<file path="src/rtl/ecc_stat_pkg.sv">
package ecc_stat_pkg;
  localparam int unsigned REG_W   = 8;
  localparam int unsigned NFLAG   = 2;
  localparam int unsigned BIT_SGL = 0;
  localparam int unsigned BIT_DBL = 1;

  typedef struct packed {
    logic dbl;
    logic sgl;
  } fault_pend_t;
endpackage

</file>
<file path="src/rtl/ecc_rst_sync.sv">
module ecc_rst_sync #(
  parameter int unsigned STAGES = 2
) (
  input  logic clk,
  input  logic rst_n,
  output logic rst_n_sync
);
  logic [STAGES-1:0] chain_q;

  always_ff @(posedge clk or negedge rst_n) begin
    if (!rst_n) chain_q <= '0;
    else        chain_q <= {chain_q[STAGES-2:0], 1'b1};
  end

  assign rst_n_sync = chain_q[STAGES-1];
endmodule

</file>
<file path="src/rtl/ecc_fault_qual.sv">
module ecc_fault_qual
  import ecc_stat_pkg::*;
(
  input  logic        clk,
  input  logic        rst_n,
  input  logic        corr_fault,
  input  logic        uncorr_fault,
  input  logic        busy_read,
  input  logic        ignore_single,
  output fault_pend_t pend_q
);
  fault_pend_t pend_d;

  // Double-bit outranks single-bit; a busy read counts as both.
  always_comb begin
    pend_d.dbl = uncorr_fault | busy_read;
    pend_d.sgl = ~ignore_single & (busy_read | (corr_fault & ~uncorr_fault));
  end

  always_ff @(posedge clk or negedge rst_n) begin
    if (!rst_n) pend_q <= '0;
    else        pend_q <= pend_d;
  end
endmodule

</file>
<file path="src/rtl/ecc_flag_store.sv">
module ecc_flag_store
  import ecc_stat_pkg::*;
(
  input  logic             clk,
  input  logic             rst_n,
  input  fault_pend_t      pend,
  input  logic [NFLAG-1:0] clr_mask,
  output logic [NFLAG-1:0] flags_q
);
  logic [NFLAG-1:0] after_clr;
  logic [NFLAG-1:0] set_vec;
  logic [NFLAG-1:0] flags_d;
  logic             capture_ok;
  logic             flags_en;

  always_comb begin
    after_clr            = flags_q & ~clr_mask;
    capture_ok           = (after_clr == '0);
    set_vec              = '0;
    set_vec[BIT_DBL]     = pend.dbl;
    set_vec[BIT_SGL]     = pend.sgl;
    flags_d              = after_clr | (capture_ok ? set_vec : '0);
    flags_en             = (|clr_mask) | (|set_vec);
  end

  always_ff @(posedge clk or negedge rst_n) begin
    if (!rst_n)        flags_q <= '0;
    else if (flags_en) flags_q <= flags_d;
  end
endmodule

</file>
<file path="src/rtl/ecc_bus_regif.sv">
module ecc_bus_regif
  import ecc_stat_pkg::*;
#(
  parameter int unsigned        AW       = 4,
  parameter logic [AW-1:0]      REG_ADDR = '0
) (
  input  logic [AW-1:0]    bus_addr,
  input  logic             bus_wr,
  input  logic             bus_rd,
  input  logic [REG_W-1:0] bus_wdata,
  input  logic [NFLAG-1:0] flags,
  output logic [NFLAG-1:0] clr_mask,
  output logic [REG_W-1:0] bus_rdata
);
  logic hit;

  always_comb begin
    hit       = (bus_addr == REG_ADDR);
    clr_mask  = (bus_wr && hit) ? bus_wdata[NFLAG-1:0] : '0;
    bus_rdata = '0;
    if (bus_rd && hit) bus_rdata[NFLAG-1:0] = flags;
  end
endmodule

</file>
<file path="src/rtl/ecc_fault_status.sv">
module ecc_fault_status
  import ecc_stat_pkg::*;
#(
  parameter int unsigned   AW       = 4,
  parameter logic [AW-1:0] REG_ADDR = 4'h7
) (
  input  logic             clk,
  input  logic             rst_n,
  input  logic             corr_fault,
  input  logic             uncorr_fault,
  input  logic             busy_read,
  input  logic             ignore_single,
  input  logic             single_irq_en,
  input  logic [AW-1:0]    bus_addr,
  input  logic             bus_wr,
  input  logic             bus_rd,
  input  logic [REG_W-1:0] bus_wdata,
  output logic [REG_W-1:0] bus_rdata,
  output logic             single_irq
);
  logic             rst_n_sync;
  fault_pend_t      pend_q;
  logic [NFLAG-1:0] clr_mask;
  logic [NFLAG-1:0] flags_q;

  ecc_rst_sync #(.STAGES(2)) u_rst (
    .clk(clk), .rst_n(rst_n), .rst_n_sync(rst_n_sync)
  );

  ecc_fault_qual u_qual (
    .clk(clk), .rst_n(rst_n_sync),
    .corr_fault(corr_fault), .uncorr_fault(uncorr_fault),
    .busy_read(busy_read), .ignore_single(ignore_single),
    .pend_q(pend_q)
  );

  ecc_flag_store u_flags (
    .clk(clk), .rst_n(rst_n_sync),
    .pend(pend_q), .clr_mask(clr_mask), .flags_q(flags_q)
  );

  ecc_bus_regif #(.AW(AW), .REG_ADDR(REG_ADDR)) u_regif (
    .bus_addr(bus_addr), .bus_wr(bus_wr), .bus_rd(bus_rd),
    .bus_wdata(bus_wdata), .flags(flags_q),
    .clr_mask(clr_mask), .bus_rdata(bus_rdata)
  );

  assign single_irq = flags_q[BIT_SGL] & single_irq_en;
endmodule

</file>
<file path="config.mk">
export PLATFORM = sky130hd
export DESIGN_NAME = ecc_fault_status
export DESIGN_NICKNAME = d
export VERILOG_FILES = /design/src/rtl/ecc_stat_pkg.sv /design/src/rtl/ecc_rst_sync.sv /design/src/rtl/ecc_fault_qual.sv /design/src/rtl/ecc_flag_store.sv /design/src/rtl/ecc_bus_regif.sv /design/src/rtl/ecc_fault_status.sv
export SDC_FILE = /design/constraint.sdc
export NUM_CORES = 1
export LEC_CHECK = 0
export ABC_AREA = 0
export BUFFER_PORTS_ARGS = -buffer_cell sky130_fd_sc_hd__buf_4
export CAP_MARGIN = 20
export CORE_AREA = 2 2 39 41
export CTS_CLUSTER_SIZE = 40
export DETAILED_ROUTE_END_ITERATION = 8
export DIE_AREA = 0 0 41 43
export HOLD_SLACK_MARGIN = 0.03
export SLEW_MARGIN = 5
export SYNTH_ARGS = -nofsm -noshare
export SYNTH_HDL_FRONTEND = slang
export SYNTH_SLANG_ARGS = --single-unit
</file>
<file path="constraint.sdc">
create_clock -name clk -period 0.8 [get_ports clk]
set_input_delay 0.24 -clock clk [delete_from_list [all_inputs] [get_ports clk]]
set_output_delay 0.24 -clock clk [all_outputs]
set_load 0.02 [all_outputs]
</file>
==> Implementation_results.wiki <==
{| class="wikitable"
! Metric !! Value
|-
| Status || complete, but fails checks
|-
| Violations in the final reports || setup timing
|-
| Finish-stage setup viols || 5
|-
| Number of routed nets with antenna violations || 0
|-
| Area contributors post-synth || sky130_fd_sc_hd__dfrtp_1 (51%), sky130_fd_sc_hd__buf_4 (15%), sky130_fd_sc_hd__a21bo_1 (6.8%)
|-
| WL/cell || 8.043 um
|-
| Final Net Count || 76
|-
| DRC violations left || 0
|-
| Number of instances in the synthesized netlist || 30
|-
| Seq/Total Area, Yosys || 50.85%
|-
| Largest fanout on the critical path || 3
|-
| CTS H-tree lvls || 1
|-
| Placer congestion estimate || 0.5725
|-
| Pins over their slew limit || 0
|-
| Clock transition at path regs || about 0.04 ns
|-
| Total Power || 820.1 uW
|-
| CTS tree || done
|-
| HPWL after detailed placement || 417.1 um
|-
| Floorplan die width || 41 um
|-
| Initial antenna violation count || 0
|-
| Count of TritonRoute iterations in the first routing pass || 2
|-
| Cell variety after synth || 14
|-
| Maximum vdd ir drop || 715.3 uV
|-
| Vias per std cell || 3.942
|-
| Vias || around 270
|-
| Total number of clock tree sinks || 6
|-
| Max Clock Skew || 0.002242 ns
|-
| Area of the die || 1763 um2
|-
| Critical path origin || u_flags.flags_q[0]$_DFFE_PN0P_
|-
| Required time at the worst-slack endpoint || 0.56 ns
|-
| Pwr per Cell Area || 1651 nW/um2
|-
| Total of buffers placed on input and output ports || 17
|-
| Placed cells || between 60 and 70
|-
| Wire length of the first global-routing pass || 931 um
|-
| Count of standard-cell rows || 14
|-
| Launch point of the worst reg-to-reg path || u_flags.flags_q[1]$_DFFE_PN0P_
|-
| Critical Path Source Type || register
|-
| Worst hold-check path type || reg -> async
|-
| Register bit count reported by yosys || 6
|-
| Total Wirelength || 555 um
|-
| Effective utilization at floorplan || 21.34%
|-
| Achievable Freq || 873.6 MHz
|-
| Maximum root-to-sink buffer count || 2
|-
| Fraction of layout cells with a size suffix above 1 || between 50% and 60%
|-
| Area share of the leading cell type in the synthesized netlist || 50.85%
|-
| Aggregate global-route resource usage || 8.207%
|-
| Initial DRC count || 5
|-
| Cell Count, Final, Fillers Out || 69
|-
| Mapped cell area || 295.3 um2
|-
| Yosys warns || 0
|-
| Sequence of cells on the critical path || and3_4 -> buf_6
|-
| Fraction of the cycle the final worst path needs || 143.1%
|-
| Max stage delay on crit path || 0.39 ns
|-
| Cell family with the largest share of critical-path delay || flip-flops
|-
| Root Driver || sky130_fd_sc_hd__clkbuf_4
|-
| Total congestion overflow || 0
|-
| CP Buf/Inv Count || 1
|-
| Crit path max-delay cell type || sky130_fd_sc_hd__dfrtp_1
|-
| Hold Vio Cnt, Final || 0
|-
| Final setup margin || -0.3447 ns
|-
| Clock network latency to the later pin of the worst-skew pair || 0.24 ns
|-
| Reg-to-reg setup timing slack || -0.10 ns
|-
| End of the worst register-to-register path || u_flags.flags_q[0]$_DFFE_PN0P_
|-
| Setup repair after global routing missed its margin || true
|-
| Post-synthesis to final-layout area growth || 68.22%
|-
| Avg Inst Size Synth || slightly below 10 um2
|-
| Number of max-cap violations || 0
|-
| Num CTS Buffers || 3
|-
| Critical path arrival || 0.90 ns
|-
| Final antenna diode count || 0
|-
| Critical path class || reg -> out
|-
| Core Region || 1384 um2
|-
| Final total negative setup slack || -1.166 ns
|-
| Pin count of the biggest net entering global routing || 5
|-
| Clock period minus final worst setup slack || 1.145 ns
|-
| Standby leakage power || 0.0002549 uW
|-
| Endpoint of the worst setup timing path || bus_rdata[0]
|-
| Number of cells on the worst reg-to-reg path || 4
|-
| CP Depth || 2
|-
| Die extent in y || 43 um
|-
| Library cell occupying the most area in the post-synthesis netlist || sky130_fd_sc_hd__dfrtp_1
|-
| I/O pin count || 30
|-
| Crit path capture type || primary output
|-
| Via count of the first global-routing pass || 284
|}
[registers in the layout, summed over array words and instances (netlist names)]
| register | cells |
|---|---|
| u_rst.chain_q | 2 |
| u_flags.flags_q | 2 |
| u_qual.pend_q | 2 |
[timing repair]
| action | in CTS | in global routing |
|---|---|---|
| gates cloned | 0 | 0 |
| endpoints found under the setup margin | 5 | 5 |
| hold buffers | 1 | 0 |
| gates resized for setup | 6 | 0 |
| endpoints found under the hold margin | 2 | 0 |
| buffers inserted | 0 | 1 |
[synth_stat cells]
master	number
sky130_fd_sc_hd__buf_4	6
sky130_fd_sc_hd__dfrtp_1	6
sky130_fd_sc_hd__a21bo_1	2
sky130_fd_sc_hd__and3_1	2
sky130_fd_sc_hd__conb_1	2
sky130_fd_sc_hd__nand2_1	2
sky130_fd_sc_hd__nor2_1	2
sky130_fd_sc_hd__o21ai_1	2
sky130_fd_sc_hd__a21oi_1	1
sky130_fd_sc_hd__and2_1	1
sky130_fd_sc_hd__inv_1	1
sky130_fd_sc_hd__nand3_1	1
sky130_fd_sc_hd__nand4b_1	1
sky130_fd_sc_hd__or2_2	1
[per-stage QoR]
step,area (um2),utilization [%],hold WS (ns),worst slack (ns)
6_report,496.7,35.90,0.05982,-0.3447
3_5_place_dp,434.2,31.37,0.02564,-0.2535
4_1_cts,489.2,35.35,0.06561,-0.3512
2_1_floorplan,316.6,-,-0.05559,-0.07574
5_1_grt,496.7,35.90,0.07816,-0.3850
3_3_place_gp,434.2,31.37,0.02425,-0.2551
[report_power, final]
part / internal [uW] / switching [uW] / total [uW]
logic: 119 / 84.6 / 203
clock network: 169 / 96.5 / 265
registers: 333 / 18.5 / 351
total: 621 / 200 / 820
[cells in the final DEF (no fill, tap or decap)]
cell,netlist,layout
sky130_fd_sc_hd__o21ai_2,0,1
sky130_fd_sc_hd__o21ai_1,2,1
sky130_fd_sc_hd__clkbuf_4,0,3
sky130_fd_sc_hd__or2_2,1,1
sky130_fd_sc_hd__and2_1,1,1
sky130_fd_sc_hd__a21oi_1,1,1
sky130_fd_sc_hd__buf_6,0,3
sky130_fd_sc_hd__dlygate4sd3_1,0,1
sky130_fd_sc_hd__conb_1,2,7
sky130_fd_sc_hd__inv_1,1,1
sky130_fd_sc_hd__a21bo_1,2,2
sky130_fd_sc_hd__and3_4,0,2
sky130_fd_sc_hd__buf_4,6,17
sky130_fd_sc_hd__nand3_1,1,1
sky130_fd_sc_hd__nand2_1,2,2
sky130_fd_sc_hd__dfrtp_1,6,6
sky130_fd_sc_hd__nand4b_1,1,1
sky130_fd_sc_hd__nor2_1,2,2
[cells by family (layout without fill, tap and decap cells)]
kind of cell	count (synthesis)	after routing	synth area share [%]
AOI/OAI and AO/OA	5	5	11.86
buffers and inverters	7	25	16.52
DFF	6	6	50.85
other	2	7	2.543
and+or+nand+nor	10	10	18.22
[how the worst min path moves through the flow]
| stage | startpoint | end | slack [ns] | cells after the start |
|---|---|---|---|---|
| after floorplan | rst_n | u_rst.chain_q[0]$_DFF_PN0_ | -0.06 | 0 |
| after global placement | rst_n | u_rst.chain_q[1]$_DFF_PN0_ | 0.02 | 1 |
| after detailed placement | rst_n | u_rst.chain_q[1]$_DFF_PN0_ | 0.03 | 1 |
| after CTS | u_rst.chain_q[1]$_DFF_PN0_ | u_flags.flags_q[0]$_DFFE_PN0P_ | 0.07 | 0 |
| after global routing | u_rst.chain_q[1]$_DFF_PN0_ | u_flags.flags_q[0]$_DFFE_PN0P_ | 0.08 | 0 |
| final | u_rst.chain_q[1]$_DFF_PN0_ | u_flags.flags_q[0]$_DFFE_PN0P_ | 0.06 | 0 |
[per-layer routing]
metal | up-vias | track usage (%) | wire length [um]
met5 | - | 0 | 0
met4 | 0 | 6.000 | 0
met3 | 0 | 3.665 | 106
met2 | 22 | 14.37 | 265
met1 | 120 | 6.291 | 183
li1 | 130 | - | -
[cell type report]
cell class | instances | area (um2)
sequential | 6 | 150.1
fill | 148 | 887.1
timing repair buffer | 21 | 171.4
tap | 16 | 20.02
inverter | 1 | 3.754
clock buffer | 3 | 22.52
multi-input combinational | 22 | 128.9
No activity file was read; power rests on OpenSTA's default activity.
